<file path="src/rtl/ps_pkg.sv">
package ps_pkg;

    typedef enum logic {
        MODE_FIXED    = 1'b0,
        MODE_VARIABLE = 1'b1
    } ps_mode_e;

    // step command handed from the sequencer to the accumulator
    typedef struct packed {
        logic valid;
        logic up;
    } ps_step_t;

    localparam int PS_UNITS_PER_PERIOD = 256;

    // signed width able to hold both the start value and +/- limit
    function automatic int ps_phase_width(input int max_mag);
        int big;
        big = (max_mag > PS_UNITS_PER_PERIOD - 1) ? max_mag : PS_UNITS_PER_PERIOD - 1;
        return $clog2(big + 1) + 1;
    endfunction

    function automatic logic ps_can_step(input int cur, input logic up, input int lim);
        return up ? (cur < lim) : (cur > -lim);
    endfunction

    function automatic int ps_next(input int cur, input logic up);
        return up ? cur + 1 : cur - 1;
    endfunction

endpackage

</file>
<file path="src/rtl/ps_step_seq.sv">
module ps_step_seq
    import ps_pkg::*;
#(
    parameter int STEP_LAT = 4,
    localparam int CW = $clog2(STEP_LAT + 1)
) (
    input  logic     clk,
    input  logic     rst,
    input  logic     req,
    input  logic     up,
    output ps_step_t fire,
    output logic     busy
);

    logic [CW-1:0] cnt;
    logic          dir;

    always_ff @(posedge clk) begin
        if (rst) begin
            busy <= 1'b0;
            cnt  <= '0;
            dir  <= 1'b0;
        end else if (busy) begin
            if (cnt == '0) begin
                busy <= 1'b0;
            end else begin
                cnt <= cnt - CW'(1);
            end
        end else if (req) begin
            busy <= 1'b1;
            cnt  <= CW'(STEP_LAT - 1);
            dir  <= up;
        end
    end

    always_comb begin
        fire.valid = busy && (cnt == '0);
        fire.up    = dir;
    end

    // latency counter walks down one per cycle while pending
    p_count_down_r4: assert property (@(posedge clk) disable iff (rst)
        (busy && cnt != '0) |=> (busy && cnt == $past(cnt) - CW'(1)));

    // an idle request is taken with its direction
    p_idle_accept_r5: assert property (@(posedge clk) disable iff (rst)
        (!busy && req) |=> (busy && dir == $past(up)));

    // a request during a pending step leaves the direction alone
    p_busy_ignores_r5: assert property (@(posedge clk) disable iff (rst)
        (busy && req) |=> (dir == $past(dir)));

endmodule

</file>
<file path="src/rtl/ps_phase_acc.sv">
module ps_phase_acc
    import ps_pkg::*;
#(
    parameter int PH_W       = 9,
    parameter int INIT_PHASE = 0,
    parameter int MAX_MAG    = 255
) (
    input  logic                   clk,
    input  logic                   rst,
    input  ps_step_t               fire,
    output logic signed [PH_W-1:0] phase_q,
    output logic                   ack_q,
    output logic                   err_q
);

    int cur;
    int nxt;
    logic ok;

    always_comb begin
        cur = int'(phase_q);
        ok  = ps_can_step(cur, fire.up, MAX_MAG);
        nxt = ps_next(cur, fire.up);
    end

    always_ff @(posedge clk) begin
        if (rst) begin
            phase_q <= PH_W'(INIT_PHASE);
            ack_q   <= 1'b0;
            err_q   <= 1'b0;
        end else begin
            ack_q <= fire.valid;
            if (fire.valid) begin
                if (ok) begin
                    phase_q <= PH_W'(nxt);
                    err_q   <= 1'b0;
                end else begin
                    err_q   <= 1'b1;
                end
            end
        end
    end

    // the phase moves only on an acknowledged completion
    p_move_needs_ack_r4: assert property (@(posedge clk) disable iff (rst)
        (!$past(rst) && phase_q != $past(phase_q)) |-> ack_q);

    // acknowledge is a single-cycle pulse
    p_single_ack_r4: assert property (@(posedge clk) disable iff (rst)
        ack_q |=> !ack_q);

    // the offset never leaves the allowed window
    p_no_overflow_r6: assert property (@(posedge clk) disable iff (rst)
        (int'(phase_q) <= MAX_MAG) && (int'(phase_q) >= -MAX_MAG));

    // the error flag changes only with a completion
    p_err_with_ack_r7: assert property (@(posedge clk) disable iff (rst)
        (!$past(rst) && err_q != $past(err_q)) |-> ack_q);

endmodule

</file>
<file path="src/rtl/phase_step_ctrl.sv">
module phase_step_ctrl
    import ps_pkg::*;
#(
    parameter ps_mode_e MODE       = MODE_VARIABLE,
    parameter int       INIT_PHASE = 0,
    parameter int       MAX_MAG    = 255,
    parameter int       STEP_LAT   = 4,
    localparam int      PH_W       = ps_phase_width(MAX_MAG)
) (
    input  logic                   step_clk,
    input  logic                   rst,
    input  logic                   step_req,
    input  logic                   step_up,
    output logic signed [PH_W-1:0] phase_tgt,
    output logic                   step_ack,
    output logic                   range_err
);

    ps_step_t fire;
    logic     busy;

    generate
        if (MODE == MODE_VARIABLE) begin : g_var
            ps_step_seq #(
                .STEP_LAT (STEP_LAT)
            ) u_seq (
                .clk  (step_clk),
                .rst  (rst),
                .req  (step_req),
                .up   (step_up),
                .fire (fire),
                .busy (busy)
            );
        end else begin : g_fix
            assign fire = '0;
            assign busy = 1'b0;

            // frozen offset, no acknowledge, no error
            p_fixed_frozen_r8: assert property (@(posedge step_clk) disable iff (rst)
                (phase_tgt == PH_W'(INIT_PHASE)) && !step_ack && !range_err);
        end
    endgenerate

    ps_phase_acc #(
        .PH_W       (PH_W),
        .INIT_PHASE (INIT_PHASE),
        .MAX_MAG    (MAX_MAG)
    ) u_acc (
        .clk     (step_clk),
        .rst     (rst),
        .fire    (fire),
        .phase_q (phase_tgt),
        .ack_q   (step_ack),
        .err_q   (range_err)
    );

    // a completion only happens while a step is pending
    p_ack_after_busy_r5: assert property (@(posedge step_clk) disable iff (rst)
        (!$past(rst) && step_ack) |-> $past(busy));

endmodule

</file>
<file path="config.mk">
export PLATFORM = sky130hd
export DESIGN_NAME = phase_step_ctrl
export DESIGN_NICKNAME = d
export VERILOG_FILES = /design/src/rtl/ps_pkg.sv /design/src/rtl/ps_step_seq.sv /design/src/rtl/ps_phase_acc.sv /design/src/rtl/phase_step_ctrl.sv
export SDC_FILE = /design/constraint.sdc
export NUM_CORES = 1
export LEC_CHECK = 0
export BUFFER_PORTS_ARGS = -buffer_cell sky130_fd_sc_hd__buf_2
export CAP_MARGIN = 20
export CORE_MARGIN = 1
export CORE_UTILIZATION = 45
export DETAILED_ROUTE_END_ITERATION = 7
export PLACE_DENSITY = 0.76
export SETUP_SLACK_MARGIN = 0.1
export SLEW_MARGIN = 20
export SYNTH_ARGS = -nofsm -noshare
export SYNTH_HDL_FRONTEND = slang
export SYNTH_SLANG_ARGS = --single-unit
</file>
<file path="constraint.sdc">
create_clock -name step_clk -period 2.8 [get_ports step_clk]
set_clock_uncertainty 0.1 [all_clocks]
set_input_delay 0.28 -clock step_clk [delete_from_list [all_inputs] [get_ports step_clk]]
set_output_delay 0.28 -clock step_clk [all_outputs]
set_load 0.05 [all_outputs]
</file>
# ---- Word-level counts from Yosys, hierarchy flattened
# Index checks and enable logic that the tools add are counted.
# Widths: inputs -> output; s select.
dict set report op_classes {
  addsub 3
  n_lt_le_gt_ge 2
  n_eq_ne 1
  muxes 9
  bitwise 1
  n_reduce_logical 6
}
# cell n
set ops {}
lappend ops {{$add 9x2->9 const B} 1}
lappend ops {{$gt 9x9->1 const B} 1}
lappend ops {{$lt 9x9->1 const B} 1}
lappend ops {{$mux 3} 3}
lappend ops {{$mux 9} 1}
lappend ops {{$sub 9x2->9 const B} 1}
lappend ops {{$reduce_and 2->1} 3}
lappend ops {{$mux 1} 5}
lappend ops {{$logic_not 3->1} 1}
lappend ops {{$sub 3x1->3 const B} 1}
lappend ops {{$ne 2x2->1 const B} 1}
lappend ops {{$reduce_bool 2->1} 1}
lappend ops {{$logic_and 1x1->1} 1}
lappend ops {{$not 1->1} 1}
dict set report word_totals {
  regBits 16
  input_bits 4
  out_inout_bits 11
  elab_cells 28
}

# ---- Logic depth before layout (Yosys ltp)
dict set report depth {
  word_depth 3
  ltp_mapped 9
  depth_no_buf 8
}

# ---- Hierarchy
# From an unflattened synthesis, not the netlist that was laid out.
dict set report unflattened {
  cells_unflattened 111
  area_unflattened_um2 993.5
}
# mod n_inst cells_each area_each_um2 seq_area_each_um2
set by_module_without_submodules {}
lappend by_module_without_submodules {ps_phase_acc 1 87 757.0 220.2}
lappend by_module_without_submodules {ps_step_seq 1 24 236.5 100.1}

# ---- Worst setup path before layout
# OpenSTA, ideal clock, no wires.
dict set report synth_path {
  kind {reg2reg}
  start {register u_acc.phase_q[0]}
  end {register u_acc.phase_q[8]}
  setup_ns 0.122
  arrival_time_ns 2.170
  required_ns 2.578
  slack_ns 0.408
  path_stages_with_launch 8
  n_path_buf 0
  synth_period_minus_slack_ns 2.392
  cell_sequence {dfxtp_1 > inv_1 > fa_1 > nand2b_1 > a21oi_1 > a311o_1 > nand3_1 > o311a_1}
}
dict set report synth_via {
  elab_chain_len 3
  elab_cells_between_ends 7
  cone_classes {add/sub: 2; order compare: 2; mux: 2; reduce/logical: 1}
}
# element line
set synth_lines {}
lappend synth_lines {{from (decl)} ps_phase_acc.sv:11} ;# output logic signed [PH_W-1:0] phase_q,
lappend synth_lines {{from (signal assigned)} ps_phase_acc.sv:28} ;# phase_q <= PH_W'(INIT_PHASE);
lappend synth_lines {{from (signal assigned)} ps_phase_acc.sv:35} ;# phase_q <= PH_W'(nxt);
lappend synth_lines {{$gt 9x9->1 or $lt 9x9->1 (tied branches)} ps_pkg.sv:24} ;# return up ? (cur < lim) : (cur > -lim);
lappend synth_lines {{$mux 1} ps_pkg.sv:24}
lappend synth_lines {{$reduce_and 2->1 (no line)} n/a}
# Parallel ways exist; a longest one is shown, timed or not.
# A chain may end at the register's enable or synchronous reset.

# ---- Worst setup path in the final report
dict set report layout_path {
  start {register g_var.u_seq.dir}
  end {register u_acc.phase_q[8]}
}
dict set report layout_via {
  elab_chain_len 2
  elab_cells_between_ends 3
  cone_classes {mux: 2; reduce/logical: 1}
}
# element line
set layout_lines {}
lappend layout_lines {{from (decl)} ps_step_seq.sv:16} ;# logic dir;
lappend layout_lines {{from (signal assigned)} ps_step_seq.sv:32} ;# dir <= up;
lappend layout_lines {{$mux 1} ps_pkg.sv:24}
lappend layout_lines {{$reduce_and 2->1 (no line)} n/a}
# Parallel ways exist; a longest one is shown, timed or not.

==> results.ini <==
[hold_path]
hold_end=g_var.u_seq.dir
hp-class=input port to register
hp-start=step_up
hold_path_depth=3

[timing]
maxSlewViolCount=0
fin_ws_ps=537.5
hold_violations=0
finalSetupViolations=0
tns_ps=0
period_share=0.8080
max_freq_ghz=0.4420
rsz0062_at_grt=no
slew-limit-headroom=0.7499
worstMarginPinSlew_ps=374.3
min_period_ps=2262

[logic_synthesis]
synth_seq_cells=16
yosys.area.top_type=dfxtp_1
synth_top_area_frac=0.3130
syn_area_per_cell_um2=8.601
syn_inst=119
synth_cell_type_count=38
syn_nets=133
yosysSeqAreaShare=0.3130
ys_top_cells_by_area=dfxtp_1, ha_1, nor2_1
yosysWarnings=0
synthesis.area_um2=1023

[worst_setup_path]
critPathCaptureType=register
worstPathArrival_ps=2350
crit_fanout=10
crit_chain=inv_1, ha_1, o21ai_0, a21oi_1, a311o_1, nand3_1, o311a_1
worstReg2RegEnd=u_acc.phase_q[8]
critical_path_required_ps=2890
r2r-start=g_var.u_seq.dir
critical_path_class=register to register
start_kind=register
reg2reg_slack_ps=540
cpMaxStageDelayCell=dfxtp_1
cpPeakStageDelay_ps=450
crit_start=g_var.u_seq.dir
r2r_cells=7

[placed_design]
place.gp.congestion=0.9183
dpl.hpwl_mm=1.595
portBuffers=14
placed_cell_area_um2=1104
pre_cts_ws_ps=597.8

[power]
ir_drop_v=0.0004410
p_per_area_nw_per_um2=658.9
power_leakage_nw=0.5125
power_mw=0.7511

[routing]
dr.pass1.iters=4
routed_wl_mm=2.097
vias=898
drc=0
drt.antenna.violating_nets=0
viasPerCell=5.543
wire_per_inst_um=12.94
first_iter_violations=11

[finish]
layout.nets=150
final_common_cell=nor2_1
fin_area_um2=1140
multiInputGateArea_um2=643.1
layout_common_cells=nor2_1, dfxtp_1, buf_2
num_antenna_cells=0
area_delta_synth_final_pct=11.37
fill_cells=208
seq_area_um2=320.3
drive_gt1_frac=0.1630

[floorplanning]
start_util=0.5012
num_rows=16
die-area_um2=2469
core_area_um2=2042
io_pins=15
die_x_um=49.69
die_h_um=49.69

[global_routing]
track_usage=0.1940
grt_pass1_wl_mm=3.615
antenna_found_initial=0
first_global_vias=793
grt.overflow.total=0
grt_max_degree=16

[status]
status=finished clean

[clocking]
insertion_delay_ps=290
htree_levels=1
cts_made_buffers=3
clockBufferDepth=2
cts_root_buf=clkbuf_4
ctsResizeCount=0
cts_tree=built
post_cts_buffers=0
cts.sinks=16
cts_hold_buf=0
clk_pin_slew_worst_paths_ps=90

[flow_run]
drv_cap=0

-- routing by layer --
layer	up-vias	GRT usage	part of all wire
li1	459	-	-
met1	416	0.2338	0.47
met2	19	0.3356	0.48
met3	4	0.05864	0.040
met4	0	0.04286	0.0081
met5	-	0	0
-- synthesized netlist by cell type (all sizes together) --
library cell / number
or4: 1
a21oi: 13
nand2b: 1
o311a: 1
fa: 1
mux2i: 1
o22ai: 1
nand4b: 1
nand3: 3
a211oi: 1
xnor2: 2
or3: 1
nor3: 3
ha: 9
a41o: 1
and2b: 2
nor2b: 2
dlymetal6s2s: 1
nand2: 4
xor2: 3
o31ai: 1
nor4: 1
inv: 9
o21a: 3
a311o: 2
a21o: 1
buf: 1
nand3b: 1
and2: 1
a221oi: 2
o21ai: 3
nand4: 2
nor2: 19
and3: 1
dfxtp: 16
o311ai: 1
or2b: 3
-- worst max path at each step --
| stage | end | slack [ps] |
|---|---|---|
| 3_5_place_dp | u_acc.phase_q[5] | 600 |
| 4_1_cts | u_acc.phase_q[5] | 570 |
| 3_3_place_gp | u_acc.phase_q[5] | 630 |
| 6_report | u_acc.phase_q[8] | 540 |
| 5_1_grt | u_acc.phase_q[5] | 400 |
| 2_1_floorplan | u_acc.phase_q[8] | 410 |
-- where the power goes --
group | switching (mW) | internal [mW] | total, mW
sequential | 0.0276 | 0.252 | 0.279
clock | 0.0745 | 0.0793 | 0.154
combinational | 0.195 | 0.123 | 0.318
total | 0.297 | 0.454 | 0.751
-- flip-flops by register name, indices dropped and copies added (netlist names) --
name,flops
g_var.u_seq.busy,1
g_var.u_seq.cnt,3
g_var.u_seq.dir,1
u_acc.ack_q,1
u_acc.err_q,1
u_acc.phase_q,9
-- final cells by class --
| type | count | area share |
|---|---|---|
| Clock buffer | 4 | 0.03183 |
| Multi-Input combinational cell | 92 | 0.5642 |
| Inverter | 9 | 0.03183 |
| Timing Repair Buffer | 14 | 0.06147 |
| Tap cell | 27 | 0.02964 |
| Sequential cell | 16 | 0.2810 |
-- per-stage QoR --
stage | hold slack, ps | std cells | util
after floorplan | 249.1 | 119 | -
after global placement | 372.5 | 158 | 0.5404
after detailed placement | 376.5 | 158 | 0.5404
after CTS | 101.2 | 162 | 0.5582
after global routing | 136.3 | 162 | 0.5582
final | 111.9 | 162 | 0.5582
-- worst max-delay path: cells and delay by family, from the launching register on --
| kind | cells | cell delay (ps) |
|---|---|---|
| AO/OA/AOI/OAI | 4 | 870 |
| flip-flops | 1 | 450 |
| adder cells (fa/ha/maj) | 1 | 440 |
| buffers and inverters | 1 | 230 |
| AND/OR/NAND/NOR | 1 | 80 |
-- kinds of logic (layout without fill, tap and decap cells) --
logic type               count (synthesis)  after routing  share of synthesized area
adder cells (fa/ha/maj)                 10             10                     0.1296
AND/OR/NAND/NOR                         46             46                     0.2347
XOR/XNOR                                 5              5                    0.04280
buffers and inverters                   11             27                    0.05868
flip-flops                              16             16                     0.3130
AO/OA/AOI/OAI                           30             30                     0.2115
multiplexers                             1              1                   0.009780
No activity file was read; power rests on OpenSTA's default activity.
